**config.mk**
```make
export PLATFORM = sky130hd
export DESIGN_NAME = pbus_target
export DESIGN_NICKNAME = d
export VERILOG_FILES = /design/src/rtl/pbus_target_pkg.sv /design/src/rtl/pbus_addr_decode.sv /design/src/rtl/pbus_regfile.sv /design/src/rtl/pbus_parity.sv /design/src/rtl/pbus_target.sv
export SDC_FILE = /design/constraint.sdc
export NUM_CORES = 1
export LEC_CHECK = 0
export BUFFER_PORTS_ARGS = -buffer_cell sky130_fd_sc_hd__buf_2
export CAP_MARGIN = 10
export CORE_MARGIN = 8
export CORE_UTILIZATION = 50
export DETAILED_ROUTE_END_ITERATION = 10
export GPL_ROUTABILITY_DRIVEN = 0
export PLACE_DENSITY = 0.75
export SYNTH_ARGS = -nofsm -noshare
export SYNTH_HDL_FRONTEND = slang
export SYNTH_SLANG_ARGS = --single-unit
```
**constraint.sdc**
```tcl
create_clock -name clk -period 7 [get_ports clk]
set_clock_uncertainty 0.1 [all_clocks]
set_input_delay 0 -clock clk [delete_from_list [all_inputs] [get_ports clk]]
set_output_delay 0 -clock clk [all_outputs]
set_load 0.05 [all_outputs]
```
**src/rtl/pbus_target_pkg.sv**
```systemverilog
package pbus_target_pkg;

  typedef enum logic [2:0] {
    ST_IDLE,
    ST_WR_DATA,
    ST_RD_TURN,
    ST_RD_DATA,
    ST_BACKOFF
  } tgt_state_e;

  localparam logic [3:0] CMD_MEM_READ  = 4'b0110;
  localparam logic [3:0] CMD_MEM_WRITE = 4'b0111;

  // even parity bit over the shared lines and the command/enable nibble
  function automatic logic even_parity(input logic [31:0] ad, input logic [3:0] cbe);
    return ^{ad, cbe};
  endfunction

  // replace the byte lanes whose active-low enable is 0
  function automatic logic [31:0] lane_merge(input logic [31:0] cur,
                                             input logic [31:0] nxt,
                                             input logic [3:0]  be_n);
    logic [31:0] res;
    res = cur;
    for (int ln = 0; ln < 4; ln++) begin
      if (!be_n[ln]) res[8*ln +: 8] = nxt[8*ln +: 8];
    end
    return res;
  endfunction

endpackage

```
**src/rtl/pbus_addr_decode.sv**
```systemverilog
module pbus_addr_decode
  import pbus_target_pkg::*;
#(
  parameter logic [31:0] BASE_ADDR = 32'h8000_1000,
  parameter int          REG_WORDS = 16
) (
  input  logic [31:0]                   ad,
  input  logic [3:0]                    cmd,
  output logic                          hit,
  output logic                          is_write,
  output logic [$clog2(REG_WORDS)-1:0]  word_idx
);
  localparam int          IDX_W    = $clog2(REG_WORDS);
  localparam logic [31:0] WIN_MASK = ~(32'(REG_WORDS * 4) - 32'd1);

  logic cmd_ok;
  logic in_win;

  assign cmd_ok   = (cmd == CMD_MEM_READ) || (cmd == CMD_MEM_WRITE);
  assign in_win   = (ad & WIN_MASK) == BASE_ADDR;
  assign hit      = cmd_ok && in_win;
  assign is_write = (cmd == CMD_MEM_WRITE);
  assign word_idx = ad[2 +: IDX_W];
endmodule

```
**src/rtl/pbus_regfile.sv**
```systemverilog
module pbus_regfile
  import pbus_target_pkg::*;
#(
  parameter int REG_WORDS = 16
) (
  input  logic                          clk,
  input  logic                          rst_n,
  input  logic                          we,
  input  logic [$clog2(REG_WORDS)-1:0]  idx,
  input  logic [31:0]                   wdata,
  input  logic [3:0]                    wbe_n,
  output logic [31:0]                   rdata
);
  localparam int IDX_W = $clog2(REG_WORDS);

  logic [31:0] words [REG_WORDS];

  always_ff @(posedge clk or negedge rst_n) begin
    if (!rst_n) begin
      for (int w = 0; w < REG_WORDS; w++) words[w] <= '0;
    end else if (we) begin
      for (int w = 0; w < REG_WORDS; w++) begin
        if (idx == IDX_W'(w)) words[w] <= lane_merge(words[w], wdata, wbe_n);
      end
    end
  end

  assign rdata = words[idx];
endmodule

```
**src/rtl/pbus_parity.sv**
```systemverilog
module pbus_parity
  import pbus_target_pkg::*;
(
  input  logic        clk,
  input  logic        rst_n,
  input  logic [31:0] ad_in,
  input  logic [3:0]  cbe_in,
  input  logic        chk_en,
  input  logic        par_in,
  input  logic [31:0] ad_out,
  input  logic        out_en,
  output logic        par_out,
  output logic        par_out_en,
  output logic        mismatch,
  output logic        par_err
);
  logic exp_q;
  logic chk_q;

  assign mismatch = chk_q && (par_in != exp_q);

  always_ff @(posedge clk or negedge rst_n) begin
    if (!rst_n) begin
      exp_q      <= 1'b0;
      chk_q      <= 1'b0;
      par_out    <= 1'b0;
      par_out_en <= 1'b0;
      par_err    <= 1'b0;
    end else begin
      exp_q      <= even_parity(ad_in, cbe_in);
      chk_q      <= chk_en;
      par_out    <= even_parity(ad_out, cbe_in);
      par_out_en <= out_en;
      if (mismatch) par_err <= 1'b1;
    end
  end
endmodule

```
**src/rtl/pbus_target.sv**
```systemverilog
module pbus_target
  import pbus_target_pkg::*;
#(
  parameter logic [31:0] BASE_ADDR = 32'h8000_1000,
  parameter int          REG_WORDS = 16,
  parameter int          MAX_BURST = 4
) (
  input  logic        clk,
  input  logic        rst_n,
  input  logic        frame_n_i,
  input  logic        irdy_n_i,
  input  logic [3:0]  cbe_n_i,
  input  logic [31:0] ad_i,
  output logic [31:0] ad_o,
  output logic        ad_oe,
  output logic        devsel_n_o,
  output logic        trdy_n_o,
  output logic        stop_n_o,
  input  logic        par_i,
  output logic        par_o,
  output logic        par_oe,
  output logic        par_err_o
);
  localparam int IDX_W = $clog2(REG_WORDS);
  localparam int CNT_W = $clog2(MAX_BURST) + 1;

  tgt_state_e        state_q, state_d;
  logic              frame_q;
  logic [IDX_W-1:0]  idx_q;
  logic [CNT_W-1:0]  cnt_q;

  logic              dec_hit, dec_wr;
  logic [IDX_W-1:0]  dec_idx;

  // named events for the checker
  logic addr_phase;
  logic data_state;
  logic last_phase;
  logic xfer;
  logic wr_xfer;
  logic par_mismatch;
  logic [31:0] rd_word;

  pbus_addr_decode #(.BASE_ADDR(BASE_ADDR), .REG_WORDS(REG_WORDS)) u_dec (
    .ad(ad_i), .cmd(cbe_n_i), .hit(dec_hit), .is_write(dec_wr), .word_idx(dec_idx)
  );

  assign addr_phase = (state_q == ST_IDLE) && !frame_n_i && frame_q;
  assign data_state = (state_q == ST_WR_DATA) || (state_q == ST_RD_DATA);
  assign last_phase = data_state &&
                      ((cnt_q == CNT_W'(MAX_BURST - 1)) || (idx_q == IDX_W'(REG_WORDS - 1)));
  assign xfer       = data_state && !irdy_n_i;
  assign wr_xfer    = xfer && (state_q == ST_WR_DATA);

  always_comb begin
    state_d = state_q;
    unique case (state_q)
      ST_IDLE:    if (addr_phase && dec_hit) state_d = dec_wr ? ST_WR_DATA : ST_RD_TURN;
      ST_RD_TURN: state_d = ST_RD_DATA;
      ST_WR_DATA, ST_RD_DATA: begin
        if (xfer) begin
          if (frame_n_i)       state_d = ST_IDLE;
          else if (last_phase) state_d = ST_BACKOFF;
        end
      end
      ST_BACKOFF: if (frame_n_i) state_d = ST_IDLE;
      default:    state_d = ST_IDLE;
    endcase
  end

  always_ff @(posedge clk or negedge rst_n) begin
    if (!rst_n) begin
      state_q <= ST_IDLE;
      frame_q <= 1'b1;
      idx_q   <= '0;
      cnt_q   <= '0;
    end else begin
      state_q <= state_d;
      frame_q <= frame_n_i;
      if (addr_phase) begin
        idx_q <= dec_idx;
        cnt_q <= '0;
      end else if (xfer) begin
        idx_q <= idx_q + IDX_W'(1);
        cnt_q <= cnt_q + CNT_W'(1);
      end
    end
  end

  pbus_regfile #(.REG_WORDS(REG_WORDS)) u_rf (
    .clk(clk), .rst_n(rst_n), .we(wr_xfer), .idx(idx_q),
    .wdata(ad_i), .wbe_n(cbe_n_i), .rdata(rd_word)
  );

  assign ad_o       = rd_word;
  assign ad_oe      = (state_q == ST_RD_DATA);
  assign devsel_n_o = (state_q == ST_IDLE);
  assign trdy_n_o   = !data_state;
  assign stop_n_o   = !(last_phase || (state_q == ST_BACKOFF));

  pbus_parity u_par (
    .clk(clk), .rst_n(rst_n), .ad_in(ad_i), .cbe_in(cbe_n_i),
    .chk_en(addr_phase || wr_xfer), .par_in(par_i),
    .ad_out(ad_o), .out_en(ad_oe),
    .par_out(par_o), .par_out_en(par_oe), .mismatch(par_mismatch), .par_err(par_err_o)
  );
endmodule

```
; Yosys cells after proc, flatten, opt, wreduce, memory -nomap -nowiden
; Index checks and enable logic that the tools add are counted.
[totals]
register_bits = 528
in_bits = 41
word_cells = 211
[op_classes]
n_addsub = 2
n_lt_le_gt_ge = 1
eq_ne = 28
muxes = 14
n_bitwise = 5
reduce_logical = 88
[ops]
columns = cell, n
row1 = $reduce_and A3 Y1, 64
row2 = $bmux W32 S4, 1
row3 = $reduce_xor A36 Y1, 2
row4 = $mux W32, 2
row5 = $eq A4 B4 Y1 const B, 8
row6 = $eq A26 B26 Y1 const B, 1
row7 = $eq A4 B3 Y1 const B, 6
row8 = $mux W3, 7
row9 = $pmux W3 S4, 1
row10 = $eq A3 B2 Y1 const B, 3
row11 = $eq A4 B2 Y1 const B, 2
row12 = $logic_and A1 B1 Y1, 8
row13 = $mux W4, 2
row14 = $ge A5 B5 Y1 const B, 1
row15 = $logic_or A1 B1 Y1, 5
row16 = $not A4 Y5, 1
row17 = $add A4 B1 Y4 const B, 1
row18 = $eq A4 B1 Y1 const B, 1
row19 = $logic_not A1 Y1, 4
row20 = $logic_not A4 Y1, 1
row21 = $ne A2 B2 Y1 const B, 2
row22 = $not A1 Y1, 4
row23 = $reduce_and A4 Y1, 1
row24 = $add A3 B1 Y3 const B, 1
row25 = other kinds (9), 9

; Logic depth before layout (Yosys ltp)
[logic_depth]
depth_word = 7
mapped_depth = 11
depth_no_buf = 8

; Hierarchy
; From an unflattened synthesis, not the netlist that was laid out.
[hier_totals]
hier_cells = 1588
hier_area_um2 = 24594.8
[modules_own_cells]
columns = mod, n_inst, cells_each, area_each_um2, seq_area_each_um2
row1 = pbus_regfile, 1, 1436, 23114.7, 12812.3
row2 = pbus_parity, 1, 73, 743.2, 125.1
row3 = pbus_target, 1, 63, 615.6, 276.5
row4 = pbus_addr_decode, 1, 16, 121.4, 0.0

; Worst setup path after synthesis
; OpenSTA, ideal clock, no wires.
[synth_path]
path_type = register -> register
startpoint = reg idx_q[0]
endpoint = reg u_par.par_out
arrival_time_ns = 2.971
required_ns = 6.775
path_slack_ns = 3.804
stages_incl_launch_ff = 11
period_less_slack_ns = 3.196
path_cell_list = dfrtp_1 -> clkbuf_2 -> buf_2 -> mux4_2 -> a22oi_1 -> nand2_1 -> xor2_1 -> xnor2_1 -> xnor2_1 -> xnor3_1 -> xnor2_1
[synth_via]
elab_chain_cells = 5
[synth_lines]
columns = item, line_no
row1 = "start, declared", pbus_target.sv:29  ; logic [IDX_W-1:0] idx_q;
row2 = "start signal, assigned", pbus_target.sv:81  ; idx_q <= dec_idx;
row3 = "start signal, assigned", pbus_target.sv:84  ; idx_q <= idx_q + IDX_W'(1);
row4 = $not A4 Y5 (implied by the code), pbus_regfile.sv:28  ; assign rdata = words[idx];
row5 = $bmux W32 S4, pbus_regfile.sv:28
row6 = $mux W32 (implied by the code) (2 in a row), pbus_regfile.sv:28
row7 = net ad_o[2], pbus_target.sv:14  ; output logic [31:0] ad_o,
row8 = $reduce_xor A36 Y1, pbus_target_pkg.sv:16  ; return ^{ad, cbe};
row9 = "end signal, assigned", pbus_parity.sv:32  ; par_out <= even_parity(ad_out, cbe_in);
row10 = "end, declared", pbus_parity.sv:12  ; output logic par_out,
; The timed path passes the listed nets, and every way through them passes these cells. The select of a mux whose other input is x is not followed.
; A chain may end at the register's enable or synchronous reset.

; Worst setup path after layout
[layout_path]
startpoint = reg idx_q[0]
endpoint = reg u_par.par_out
[layout_via]
elab_chain_cells = 5
[layout_lines]
columns = item, line_no
row1 = $not A4 Y5 (implied by the code), pbus_regfile.sv:28
row2 = $bmux W32 S4, pbus_regfile.sv:28
row3 = $mux W32 (implied by the code) (2 in a row), pbus_regfile.sv:28
row4 = $reduce_xor A36 Y1, pbus_target_pkg.sv:16
; No other way between the ends. The select of a mux whose other input is x is not followed.

==> flow_summary.ini <==
[outcome]
status = finished clean

[critical_path]
cp_max_fo = 60
rr_endpoint = u_par.par_out
setup.worst_path.start = idx_q[0]
cp-start-kind = flip-flop
r2r_cells = 9
endpoint = u_par.par_out
critPathKind = reg -> reg
reg2reg_slack_ps = 2540
crit_required_ps = 7380
cp-end-kind = flip-flop
reg2reg_from = idx_q[0]
crit_arrival_ps = 4830

[finish]
antenna_cells = 0
fin_nets = 1743
fin_cells = 2345
syn2layout_area_growth_pct = 13.9
nFillCells = 3659
drive_gt1_share_pct = 49.6
final_util_pct = 57.4

[pwr]
p_total_mw = 6.90
leakage_nw = 13.4
clkPwrFrac_pct = 45.0
internal_power_mw = 5.21
swShare_pct = 24.4
combPwrFrac_pct = 9.2
power_density_nw_per_um2 = 248
seq_power_share_pct = 45.8
ir_worst_vdd_mv = 0.167
switchingPower_mw = 1.69

[grt]
antenna_found_initial = 2
grt_pass1_vias = 15300
grt_max_degree = 199
grt.total_usage_pct = 21.5
grt_pass1_wl_microns = 93300
grt_overflow = 0

[floorplan]
coreArea_sq_um = 48500
placementRows = 81
dieArea_sq_um = 56200
fp.dieW_microns = 237
die_h_microns = 237
boundaryPins = 80
start_util_pct = 50.3

[placement]
hpwlAfterDp_microns = 37000
port_buffers = 79
dp_slack_ps = 2470
placedCellCount = 2200

[timing]
fmaxAchievable_mhz = 224
slew_headroom_pct = 10.3
tightest_slew_ps = 1340
fin_ws_ps = 2540
setup_viol = 0
finalSetupTns_ps = 0
finalCriticalPeriod_ps = 4460
rsz0062_at_grt = false
finalHoldViolCount = 0
drv_slew = 0
finalCritPeriodShare_pct = 63.7

[synth]
syn_area_sq_um = 24400
synthCells = 1561
avgSynthCellArea_sq_um = 15.7
synth_top_cell_by_area = dfrtp_1
yosysMostFrequentCell = dfrtp_1
synth_cell_type_count = 41
async_flop_share_pct = 100
synth.area.top_cells = dfrtp_1 (54%), mux2_2 (24%), mux4_2 (13%), xnor2_1 (1.6%), ha_1 (1.1%)
synth_seq_area_share_pct = 54.1
ys_seq_elements = 528
syn_nets = 1624
synth_top_area_share_pct = 54.0
synth_enable_flop_cells = 0
synth_common_cells = dfrtp_1 (527), mux2_2 (512), mux4_2 (144)
yosys_warnings = 0
synth_ff_type = dfrtp_1

[hold_path]
min_from = frame_n_i
hold_path.class = in -> reg

[detailed_routing]
vias_per_cell = 6.09
firstDrtPassIters = 5
wl_per_cell_microns = 25.4
dr_total_vias = 14300
ant_nets = 0
drt_iter0_markers = 1218
route.detailed.drc = 0
wl_microns = 59600

[clock_network]
clk_pin_slew_ps = 60
cts_tree = built
clk_latency_ps = 610
post_cts_resized = 0
cts_buffers = 54
cts_buffer_depth = 3
cts-root-buf = clkbuf_16
clock_sinks = 528
htree_levels = 2

[run]
drv_cap = 0
==> power groups by stage <==
stage	sequential (mW)	combinational, mW	clock, mW
2_1_floorplan	3.14	0.458	0
5_1_grt	3.16	0.679	3.28
3_5_place_dp	3.22	0.614	0
3_3_place_gp	3.22	0.607	0
4_1_cts	3.16	0.638	3.16
6_report	3.16	0.635	3.11
==> cell families (layout without fill, tap and decap cells) <==
family / count (synthesis) / count (layout) / share of synthesized area [%]
DFF: 528 / 528 / 54.1
and+or+nand+nor: 135 / 135 / 2.32
buffers and inverters: 116 / 278 / 2.17
AOI/OAI and AO/OA: 52 / 52 / 1.52
adders and majority gates: 22 / 22 / 1.13
xor gates and xnor gates: 52 / 52 / 1.92
muxes: 656 / 656 / 36.9
==> state kept, by name, indices dropped and copies added, names as in the netlist <==
signal	flops
cnt_q	3
frame_q	1
idx_q	4
state_q	3
u_par.chk_q	1
u_par.exp_q	1
u_par.par_err	1
u_par.par_out	1
u_par.par_out_en	1
u_rf.words	512
==> layer usage <==
metal	up-vias	GRT usage [%]	part of all wire, %	wire length [microns]
met3	145	4.07	5.9	3530
met4	2	8.28	3.6	2150
li1	6002	-	-	-
met1	7701	28.8	42	24800
met2	423	34.6	49	29100
met5	-	0	0.017	10
==> area by class of cell <==
cell class,count,area (sq um),share of cell area (%)
sequential,528,13200,47.5
multi-input combinational,917,10700,38.4
clock buffer,81,1630,5.87
timing repair buffer,147,1090,3.91
tap,622,778,2.80
clock inverter,18,300,1.08
inverter,32,120,0.431
==> worst min path at each step <==
stage	to	slack, ps	depth (start not counted)
CTS	state_q[2]	70	3
floorplan	cnt_q[0]	-400	0
global placement	u_rf.words[306]	-90	1
finish	state_q[2]	100	3
detailed placement	u_rf.words[274]	-80	1
global route	state_q[2]	110	3
==> repair_timing <==
item | CTS | global route
endpoints found under the setup margin | 0 | 0
setup buffers | 0 | 0
hold buffers | 44 | 0
hold endpoints to repair | 597 | 0
==> critical path: stages, from the launching register on <==
cell and delay, ps:
dfrtp_4 1080, buf_12 500, mux4_2 560, a22oi_1 330, nand2_1 140, xor2_1 190, xnor2_1 450, xnor2_1 210
xnor3_1 440, xnor2_1 160
==> layout by cell type, fill, tap and decap left out, drive strengths merged, types with 2 or more instances in the layout <==
cell and count:
xor2 7, clkinv 7, o21ai 8, nand4 2, or3 2, nand2 40
inv 34, ha 22, mux2 512, dlygate4sd3 43, mux4 144, and2 2
bufinv 8, a21oi 2, nor2 72, a22oi 35, nand3 5, clkbuf 81
xnor2 44, nor2b 3, dfrtp 527, buf 104, nand2b 2
==> through the flow <==
stage | hold slack (ps) | cell area (sq um)
after floorplan | -396 | 24400
after global placement | -86.5 | 25400
after detailed placement | -80.9 | 25400
after CTS | 70.7 | 27800
after global routing | 106 | 27800
final | 97.0 | 27800
(Power assumes the default switching activity.)
